**src/rtl/can_irq_pkg.sv**
```systemverilog
package can_irq_pkg;
  localparam int FLAG_W   = 8;
  localparam int BIT_RX   = 0;
  localparam int BIT_TX   = 1;
  localparam int BIT_WARN = 2;
  localparam int BIT_OVR  = 3;
  localparam int BIT_WAKE = 4;
  localparam int BIT_PASV = 5;
  localparam int BIT_ARB  = 6;
  localparam int BIT_BERR = 7;
  localparam int NUM_CNT  = 2;

  typedef logic [FLAG_W-1:0] flag_vec_t;

  typedef struct packed {
    logic overrun;
    logic tx_free;
    logic err_warn;
    logic bus_off;
    logic err_passive;
  } status_hist_t;
endpackage

```
**src/rtl/can_irq_cross.sv**
```systemverilog
module can_irq_cross #(
  parameter int CNT_W = 8,
  parameter int LIMIT = 127
) (
  input  logic             clk,
  input  logic             rst_n,
  input  logic [CNT_W-1:0] cnt,
  output logic             crossed
);
  localparam logic [CNT_W-1:0] LIMIT_V = CNT_W'(LIMIT);

  logic above;
  logic above_q;

  assign above = (cnt > LIMIT_V);

  always_ff @(posedge clk or negedge rst_n) begin
    if (!rst_n) above_q <= 1'b0;
    else        above_q <= above;
  end

  assign crossed = above & ~above_q;
endmodule

```
**src/rtl/can_irq_trigger.sv**
```systemverilog
module can_irq_trigger
  import can_irq_pkg::*;
#(
  parameter int CNT_W = 8,
  parameter int LIMIT = 127
) (
  input  logic             clk,
  input  logic             rst_n,
  input  logic             st_overrun,
  input  logic             st_tx_free,
  input  logic             st_err_warn,
  input  logic             st_bus_off,
  input  logic             st_err_passive,
  input  logic [CNT_W-1:0] tx_err_cnt,
  input  logic [CNT_W-1:0] rx_err_cnt,
  input  logic             ev_bus_err,
  input  logic             ev_arb_lost,
  input  logic             ev_bus_wake,
  input  logic             ev_sleep_req,
  input  logic             bus_active,
  input  logic             irq_pending,
  output flag_vec_t        set_req
);
  status_hist_t cur;
  status_hist_t prev;
  logic [NUM_CNT-1:0][CNT_W-1:0] cnts;
  logic [NUM_CNT-1:0]            cnt_cross;

  assign cur.overrun     = st_overrun;
  assign cur.tx_free     = st_tx_free;
  assign cur.err_warn    = st_err_warn;
  assign cur.bus_off     = st_bus_off;
  assign cur.err_passive = st_err_passive;

  always_ff @(posedge clk or negedge rst_n) begin
    if (!rst_n) prev <= '0;
    else        prev <= cur;
  end

  assign cnts[0] = tx_err_cnt;
  assign cnts[1] = rx_err_cnt;

  for (genvar g = 0; g < NUM_CNT; g++) begin : g_cross
    can_irq_cross #(.CNT_W(CNT_W), .LIMIT(LIMIT)) u_cross (
      .clk     (clk),
      .rst_n   (rst_n),
      .cnt     (cnts[g]),
      .crossed (cnt_cross[g])
    );
  end

  always_comb begin
    set_req           = '0;
    set_req[BIT_BERR] = ev_bus_err;
    set_req[BIT_ARB]  = ev_arb_lost;
    set_req[BIT_PASV] = (prev.err_passive & ~cur.err_passive) | (|cnt_cross);
    set_req[BIT_WAKE] = ev_bus_wake | (ev_sleep_req & (bus_active | irq_pending));
    set_req[BIT_OVR]  = cur.overrun & ~prev.overrun;
    set_req[BIT_WARN] = (cur.err_warn ^ prev.err_warn) | (cur.bus_off ^ prev.bus_off);
    set_req[BIT_TX]   = cur.tx_free & ~prev.tx_free;
    set_req[BIT_RX]   = 1'b0;
  end

  assert_wake_sleep_R11: assert property (@(posedge clk) disable iff (!rst_n)
    (ev_sleep_req && bus_active) |-> set_req[BIT_WAKE]);
  assert_pasv_cross_R10: assert property (@(posedge clk) disable iff (!rst_n)
    (tx_err_cnt > CNT_W'(LIMIT) && !$stable(tx_err_cnt) && $past(tx_err_cnt) <= CNT_W'(LIMIT))
      |-> set_req[BIT_PASV]);
endmodule

```
**src/rtl/can_irq_flags.sv**
```systemverilog
module can_irq_flags
  import can_irq_pkg::*;
(
  input  logic      clk,
  input  logic      rst_n,
  input  flag_vec_t set_req,
  input  flag_vec_t irq_en,
  input  logic      rx_full,
  input  logic      rd_clr,
  output flag_vec_t flags
);
  flag_vec_t set_gated;
  logic      armed;

  assign set_gated = set_req & irq_en;

  for (genvar i = 1; i < FLAG_W; i++) begin : g_sticky
    always_ff @(posedge clk or negedge rst_n) begin
      if (!rst_n)            flags[i] <= 1'b0;
      else if (set_gated[i]) flags[i] <= 1'b1;
      else if (rd_clr)       flags[i] <= 1'b0;
    end

    assert_gate_R4: assert property (@(posedge clk) disable iff (!rst_n)
      (!flags[i] && !irq_en[i]) |=> !flags[i]);
    assert_hold_R5: assert property (@(posedge clk) disable iff (!rst_n)
      (flags[i] && !rd_clr) |=> flags[i]);
    assert_set_wins_R13: assert property (@(posedge clk) disable iff (!rst_n)
      (rd_clr && set_req[i] && irq_en[i]) |=> flags[i]);
  end

  always_ff @(posedge clk or negedge rst_n) begin
    if (!rst_n) flags[BIT_RX] <= 1'b0;
    else        flags[BIT_RX] <= irq_en[BIT_RX] & rx_full;
  end

  always_ff @(posedge clk or negedge rst_n) begin
    if (!rst_n) armed <= 1'b0;
    else        armed <= 1'b1;
  end

  assert_rx_level_R6: assert property (@(posedge clk) disable iff (!rst_n)
    armed |-> (flags[BIT_RX] == $past(irq_en[BIT_RX] && rx_full)));
  assert_read_clear_R5: assert property (@(posedge clk) disable iff (!rst_n)
    (rd_clr && ((set_req[FLAG_W-1:1] & irq_en[FLAG_W-1:1]) == '0)) |=> (flags[FLAG_W-1:1] == '0));
endmodule

```
**src/rtl/can_irq_flag_reg.sv**
```systemverilog
module can_irq_flag_reg
  import can_irq_pkg::*;
#(
  parameter int DATA_W    = 32,
  parameter int CNT_W     = 8,
  parameter int ERR_LIMIT = 127
) (
  input  logic              clk,
  input  logic              rst_n,
  input  logic [7:0]        irq_en,
  input  logic              st_rx_full,
  input  logic              st_overrun,
  input  logic              st_tx_free,
  input  logic              st_err_warn,
  input  logic              st_bus_off,
  input  logic              st_err_passive,
  input  logic [CNT_W-1:0]  tx_err_cnt,
  input  logic [CNT_W-1:0]  rx_err_cnt,
  input  logic              ev_bus_err,
  input  logic              ev_arb_lost,
  input  logic              ev_bus_wake,
  input  logic              ev_sleep_req,
  input  logic              bus_active,
  input  logic              rd_en,
  input  logic              rd_sel,
  output logic [DATA_W-1:0] rd_data,
  output logic              irq
);
  localparam int PAD_W = DATA_W - FLAG_W;

  flag_vec_t set_req;
  flag_vec_t flags;
  logic      rd_clr;

  assign rd_clr = rd_en & rd_sel;
  assign irq    = |flags;

  can_irq_trigger #(.CNT_W(CNT_W), .LIMIT(ERR_LIMIT)) u_trigger (
    .clk            (clk),
    .rst_n          (rst_n),
    .st_overrun     (st_overrun),
    .st_tx_free     (st_tx_free),
    .st_err_warn    (st_err_warn),
    .st_bus_off     (st_bus_off),
    .st_err_passive (st_err_passive),
    .tx_err_cnt     (tx_err_cnt),
    .rx_err_cnt     (rx_err_cnt),
    .ev_bus_err     (ev_bus_err),
    .ev_arb_lost    (ev_arb_lost),
    .ev_bus_wake    (ev_bus_wake),
    .ev_sleep_req   (ev_sleep_req),
    .bus_active     (bus_active),
    .irq_pending    (irq),
    .set_req        (set_req)
  );

  can_irq_flags u_flags (
    .clk     (clk),
    .rst_n   (rst_n),
    .set_req (set_req),
    .irq_en  (irq_en),
    .rx_full (st_rx_full),
    .rd_clr  (rd_clr),
    .flags   (flags)
  );

  assign rd_data = rd_sel ? {{PAD_W{1'b0}}, flags} : '0;

  assert_reserved_zero_R2: assert property (@(posedge clk) disable iff (!rst_n)
    rd_data[DATA_W-1:FLAG_W] == '0);
  assert_irq_level_R3: assert property (@(posedge clk) disable iff (!rst_n)
    (rd_sel && rd_data[FLAG_W-1:0] != '0) |-> irq);
endmodule

```
**config.mk**
```make
export PLATFORM = sky130hd
export DESIGN_NAME = can_irq_flag_reg
export DESIGN_NICKNAME = d
export VERILOG_FILES = /design/src/rtl/can_irq_pkg.sv /design/src/rtl/can_irq_cross.sv /design/src/rtl/can_irq_trigger.sv /design/src/rtl/can_irq_flags.sv /design/src/rtl/can_irq_flag_reg.sv
export SDC_FILE = /design/constraint.sdc
export NUM_CORES = 1
export LEC_CHECK = 0
export BUFFER_PORTS_ARGS = -buffer_cell sky130_fd_sc_hd__buf_4
export CORE_MARGIN = 5
export CORE_UTILIZATION = 37
export DETAILED_ROUTE_END_ITERATION = 8
export GPL_TIMING_DRIVEN = 0
export PLACE_DENSITY = 0.88
export SLEW_MARGIN = 20
export SYNTH_ARGS = -nofsm -noshare
export SYNTH_HDL_FRONTEND = slang
export SYNTH_HIERARCHICAL = 1
export SYNTH_SLANG_ARGS = --single-unit
```
**constraint.sdc**
```tcl
create_clock -name clk -period 1.4 [get_ports clk]
set_clock_uncertainty 0.05 [all_clocks]
set_input_delay 0.14 -clock clk [delete_from_list [all_inputs] [get_ports clk]]
set_output_delay 0.14 -clock clk [all_outputs]
set_load 0.03 [all_outputs]
```
==> results.yml, run 1 <==
status:
  outcome: "finished with violations"
  violations: "setup timing"
worst_setup_path:
  slowest_delay_ns: 0.41
  crit_family: "flip-flops"
  cp_data_arrival_time_ns: 1.22
  worstSetupStartpointType: "register"
  worst-path-buf-inv: 1
  slowest_stage: "dfrtp_1"
  crit_chain: "nor4_2 > nand2_1 > buf_6"
  crit_required_ns: 1.21
  worst-setup-path-type: "register to primary output"
  path_max_fanout: 2
  crit_path_end_kind: "primary output"
die:
  core_mm2: 0.00219
  die_w_um: 57.5
  core.rowCount: 17
  dieArea_mm2: 0.00331
  start_util_pct: 38.1
  die_h_um: 57.5
  num_io_pins: 72
run:
  max_cap_violations: 0
power_and_ir_drop:
  internal-power_uw: 754
  comb_power_share_pct: 34.1
  switching_share_pct: 33.2
  p_sw_uw: 374
  peakVddDrop_mv: 0.702
  p_leak_uw: 0.000754
  seqPwrFrac_pct: 43.9
  p_clk_share_pct: 22.0
  powerDensity_mw_per_mm2: 825
timing:
  finalCritPeriodShare_pct: 101
  fin_crit_ns: 1.41
  fmaxAchievable_mhz: 709
  worst_slack_ns: -0.0107
  setup_violations: 1
  rsz0062_at_grt: "yes"
  hold_viol: 0
  slew_viol_final: 0
cells_and_area:
  final_area_mm2: 0.00137
  layout_common_cells: "buf_4, conb_1, dfrtp_1"
  n_antenna_cell: 0
  num-nets-final: 202
  layout_commonest_cell: "buf_4"
  areaGrowthSynthToFinish_pct: 63.9
  drive_gt1_share_pct: 42.0
  fillCellCount: 195
  fin_util_pct: 62.4
clock_network:
  h-tree-depth: 1
  cts_root_buf: "clkbuf_4"
  cts_tree: "yes"
  clk_pin_slew_ns: 0.08
  clk_path_buf_depth: 2
  clock_sink_count: 15
  cts_buffers: 3
  clkLatencyLatePin_ns: 0.29
routing:
  routedWlPerCell_um: 11.1
  drc: 0
  vias: 741
  viasPerCell: 3.90
  drtIter0Drc: 13
  ant_nets: 0
  drt-pass1-iter-count: 4
  drt-total-wl_um: 2120
logic_synthesis:
  postSynthCellCount: 90
  synth.cell_area_um2: 835
  syn_area_per_cell_um2: 9.27
  yosysWarningCount: 6
global_routing:
  grt_pass1_wl_um: 3480
  grt_max_degree: 16
  grt_usage_pct: 13.9
  grt_pass1_vias: 765
  overflow: 0
  antenna_found_initial: 0
placement:
  gp_congestion: 0.651
  port_buffers: 31
  dpl.hpwl_um: 1490
  post_dp_cell_area_mm2: 0.00119
hold_path:
  hp-class: "primary input to register"
-- power by group through the flow --
stage / registers (uW) / clock network [uW] / logic [uW]
finish: 496 / 248 / 385
global route: 501 / 286 / 416
CTS: 493 / 258 / 375
detailed placement: 502 / 0 / 337
global placement: 499 / 0 / 332
floorplan: 494 / 0 / 238
-- timing repair --
| action | in CTS | in global routing |
|---|---|---|
| pin swaps | 2 | 0 |
| buffers inserted | 2 | 0 |
| hold buffers | 11 | 1 |
| setup endpoints to repair | 1 | 2 |
| hold endpoints to repair | 24 | 1 |
| gates cloned | 0 | 0 |
| resized for setup | 2 | 2 |
-- final timing paths --
path	startpoint	end	slack, ns	depth (start not counted)
max reg2reg	u_flags/flags[2]	u_flags/flags[4]	0.09	6
max in group asynchronous	rst_n	u_flags/flags[6]	0.95	2
min in group asynchronous	rst_n	u_trigger/prev[0]	0.17	2
min	irq_en[1]	u_flags/flags[1]	0.02	3
min reg2reg	u_trigger/prev[3]	u_flags/flags[1]	0.49	3
max	u_flags/flags[2]	irq	-0.01	3
-- routing by layer --
layer | global-route usage, % | wire length (um)
met3 | 4.75 | 219
met5 | 0 | 0
met1 | 12.8 | 640
met4 | 7.62 | 38
met2 | 26.3 | 1220
-- registers in the layout (all words and copies together) (netlist names) --
register                           count
u_trigger/g_cross.u_cross/above_q      2
u_flags/flags                          8
u_trigger/prev                         5
-- cell type report --
cell class              instances  area [um2]  area share (%)
well taps                      28        35.0            2.56
flip-flops and latches         15         375            27.4
inverters                       8        30.0            2.20
clock inverters                 1        5.00           0.366
multi-input cells              62         325            23.8
clock buffers                   3        22.5            1.65
plain buffers                  28         203            14.8
repair buffers                 45         372            27.2
-- per-stage QoR --
| stage | hold WS (ns) | setup TNS, ns | cells | setup slack, ns | power, uW |
|---|---|---|---|---|---|
| finish | 0.0201 | -0.0107 | 190 | -0.0107 | 1130 |
| global route | 0.0127 | -0.141 | 190 | -0.114 | 1200 |
| CTS | 0.00283 | -0.0326 | 189 | -0.0326 | 1130 |
| detailed placement | -0.0468 | 0 | 172 | 0.0417 | 839 |
| global placement | -0.0531 | 0 | 172 | 0.0861 | 831 |
| floorplan | -0.206 | 0 | 113 | 0.00409 | 732 |
-- worst reg2reg max path, delay by kind of cell (launching register included) --
kind | cells | cell delay, ns
AOI/OAI and AO/OA | 2 | 0.21
and+or+nand+nor | 4 | 0.53
DFF | 1 | 0.41
(Power assumes the default switching activity.)
==> inputs of run 2 (changes only) <==
--- a/config.mk
+++ b/config.mk
@@ -10,8 +10,8 @@
 export CORE_UTILIZATION = 37
 export DETAILED_ROUTE_END_ITERATION = 8
 export GPL_TIMING_DRIVEN = 0
-export PLACE_DENSITY = 0.88
-export SLEW_MARGIN = 20
+export PLACE_DENSITY = 0.76
+export SLEW_MARGIN = 25
 export SYNTH_ARGS = -nofsm -noshare
 export SYNTH_HDL_FRONTEND = slang
 export SYNTH_HIERARCHICAL = 1
==> run 2 against run 1 <==
The flow still finishes with violations (setup timing). Utilization fell by 2.1 points. Combinational power fell by 4%. Routed wire length fell by 20%. Via count fell by 9.9%. Critical endpoint unchanged.
==> results.yml, run 2 (same netlist as run 1, synthesis figures left out) <==
power_and_ir_drop:
  power_uw: 1100
  comb_power_share_pct: 33.7
  p_clk_share_pct: 21.1
  peakVddDrop_mv: 0.552
  switching_share_pct: 31.4
  p_sw_uw: 344
  internal-power_uw: 752
  powerDensity_mw_per_mm2: 829
  seqPwrFrac_pct: 45.2
  p_leak_uw: 0.000735
worst_setup_path:
  worstSetupStartpointType: "register"
  r2r_end: "u_flags/flags[4]"
  r2r_slack_ns: 0.10
  crit_chain: "nor4_2 > nand2_1 > buf_6"
  crit_path_end_kind: "primary output"
  path_max_fanout: 2
  crit_required_ns: 1.21
  slowest_stage: "dfrtp_1"
  crit_start: "u_flags/flags[7]"
  timing.rr.start: "u_flags/flags[7]"
  cp_data_arrival_time_ns: 1.23
  reg2reg_depth: 6
  slowest_delay_ns: 0.40
  worst-setup-path-type: "register to primary output"
global_routing:
  overflow: 0
  grt_max_degree: 16
  grt_usage_pct: 10.1
  antenna_found_initial: 0
  grt_pass1_vias: 615
  grt_pass1_wl_um: 2590
timing:
  fmaxAchievable_mhz: 703
  worst_slack_ns: -0.0215
  rsz0062_at_grt: "yes"
  hold_viol: 0
  fin_crit_ns: 1.42
  setup_violations: 1
  slew_viol_final: 0
  finalCritPeriodShare_pct: 102
hold_path:
  holdPathStages: 2
  hp-class: "primary input to register"
  hold_path_end: "u_trigger/g_cross[1].u_cross/above_q"
  min_from: "rx_err_cnt[7]"
cells_and_area:
  num-nets-final: 197
  final_area_mm2: 0.00132
  fin_util_pct: 60.4
  drive_gt1_share_pct: 43.3
  n_antenna_cell: 0
  layout_common_cells: "buf_4, conb_1, dfrtp_1"
  final_cells: 185
  layout_commonest_cell: "buf_4"
  largest_reg_flops: 8
  areaGrowthSynthToFinish_pct: 58.5
  largestRegisters: "u_flags/flags: 8 flops, u_trigger/prev: 5 flops, u_trigger/g_cross.u_cross/above_q: 2 flops"
  regMostFlops: "u_flags/flags"
status:
  outcome: "finished with violations"
  violations: "setup timing"
clock_network:
  clk_path_buf_depth: 2
  cts_tree: "yes"
  clk_pin_slew_ns: 0.08
  cts_buffers: 3
  clkLatencyLatePin_ns: 0.27
  cts_root_buf: "clkbuf_4"
  clock_sink_count: 15
  h-tree-depth: 1
routing:
  drt-pass1-iter-count: 4
  drt-total-wl_um: 1700
  viasPerCell: 3.61
  drc: 0
  drtIter0Drc: 10
  routedWlPerCell_um: 9.17
  vias: 668
  ant_nets: 0
die:
  die_h_um: 57.5
  dieArea_mm2: 0.00331
  start_util_pct: 38.1
  die_w_um: 57.5
  num_io_pins: 72
  core_mm2: 0.00219
  core.rowCount: 17
placement:
  port_buffers: 31
  gp_congestion: 0.740
  pre_cts_ws_ns: 0.0208
  dpl.hpwl_um: 1440
  dp_cells: 172
  post_dp_cell_area_mm2: 0.00119
run:
  max_cap_violations: 0
-- run 2: what timing repair did --
item / in CTS / in global routing
hold endpoints to repair: 21 / 0
pin swaps: 2 / 0
gates resized for setup: 2 / 4
buffers inserted: 1 / 1
hold buffers: 7 / 0
setup endpoints to repair: 1 / 2
-- run 2: layer usage --
| layer | GRT usage, % | part of all wire, % |
|---|---|---|
| met5 | 0 | 0 |
| met4 | 3.97 | 0 |
| met3 | 4.07 | 16 |
| met2 | 17.6 | 50 |
| met1 | 10.8 | 34 |
-- run 2: through the flow --
step / hold slack (ns) / setup TNS, ns
CTS: 0.00148 / -0.0444
global route: 0.00288 / -0.178
finish: 0.0205 / -0.0215
floorplan: -0.206 / 0
detailed placement: -0.0462 / 0
global placement: -0.0519 / 0
-- run 2: area by class of cell --
type | count | area [um2]
Fill cell | 219 | 868
Sequential cell | 15 | 375
Multi-Input combinational cell | 62 | 328
Timing Repair Buffer | 40 | 325
Buffer | 28 | 203
Tap cell | 28 | 35.0
Inverter | 8 | 30.0
Clock buffer | 4 | 26.3
-- run 2: worst max-delay path by stage --
stage | slack, ns | to | cells after the start
2_1_floorplan | 0.004 | u_flags/flags[4] | 6
3_3_place_gp | 0.04 | u_flags/flags[4] | 6
3_5_place_dp | 0.02 | u_flags/flags[4] | 6
4_1_cts | -0.04 | irq | 3
5_1_grt | -0.12 | irq | 3
6_report | -0.02 | irq | 3
-- run 2: power by group through the flow --
stage | clock (uW) | sequential, uW | combinational (uW)
after global placement | 0 | 499 | 332
after detailed placement | 0 | 501 | 337
final | 231 | 496 | 369
after floorplan | 0 | 494 | 238
after global routing | 267 | 502 | 398
after CTS | 248 | 494 | 360
-- run 2: critical path, delay by kind of cell (launching register included) --
kind | cells | cell delay (ns)
and+or+nand+nor | 2 | 0.40
DFF | 1 | 0.40
buffers and inverters | 1 | 0.15
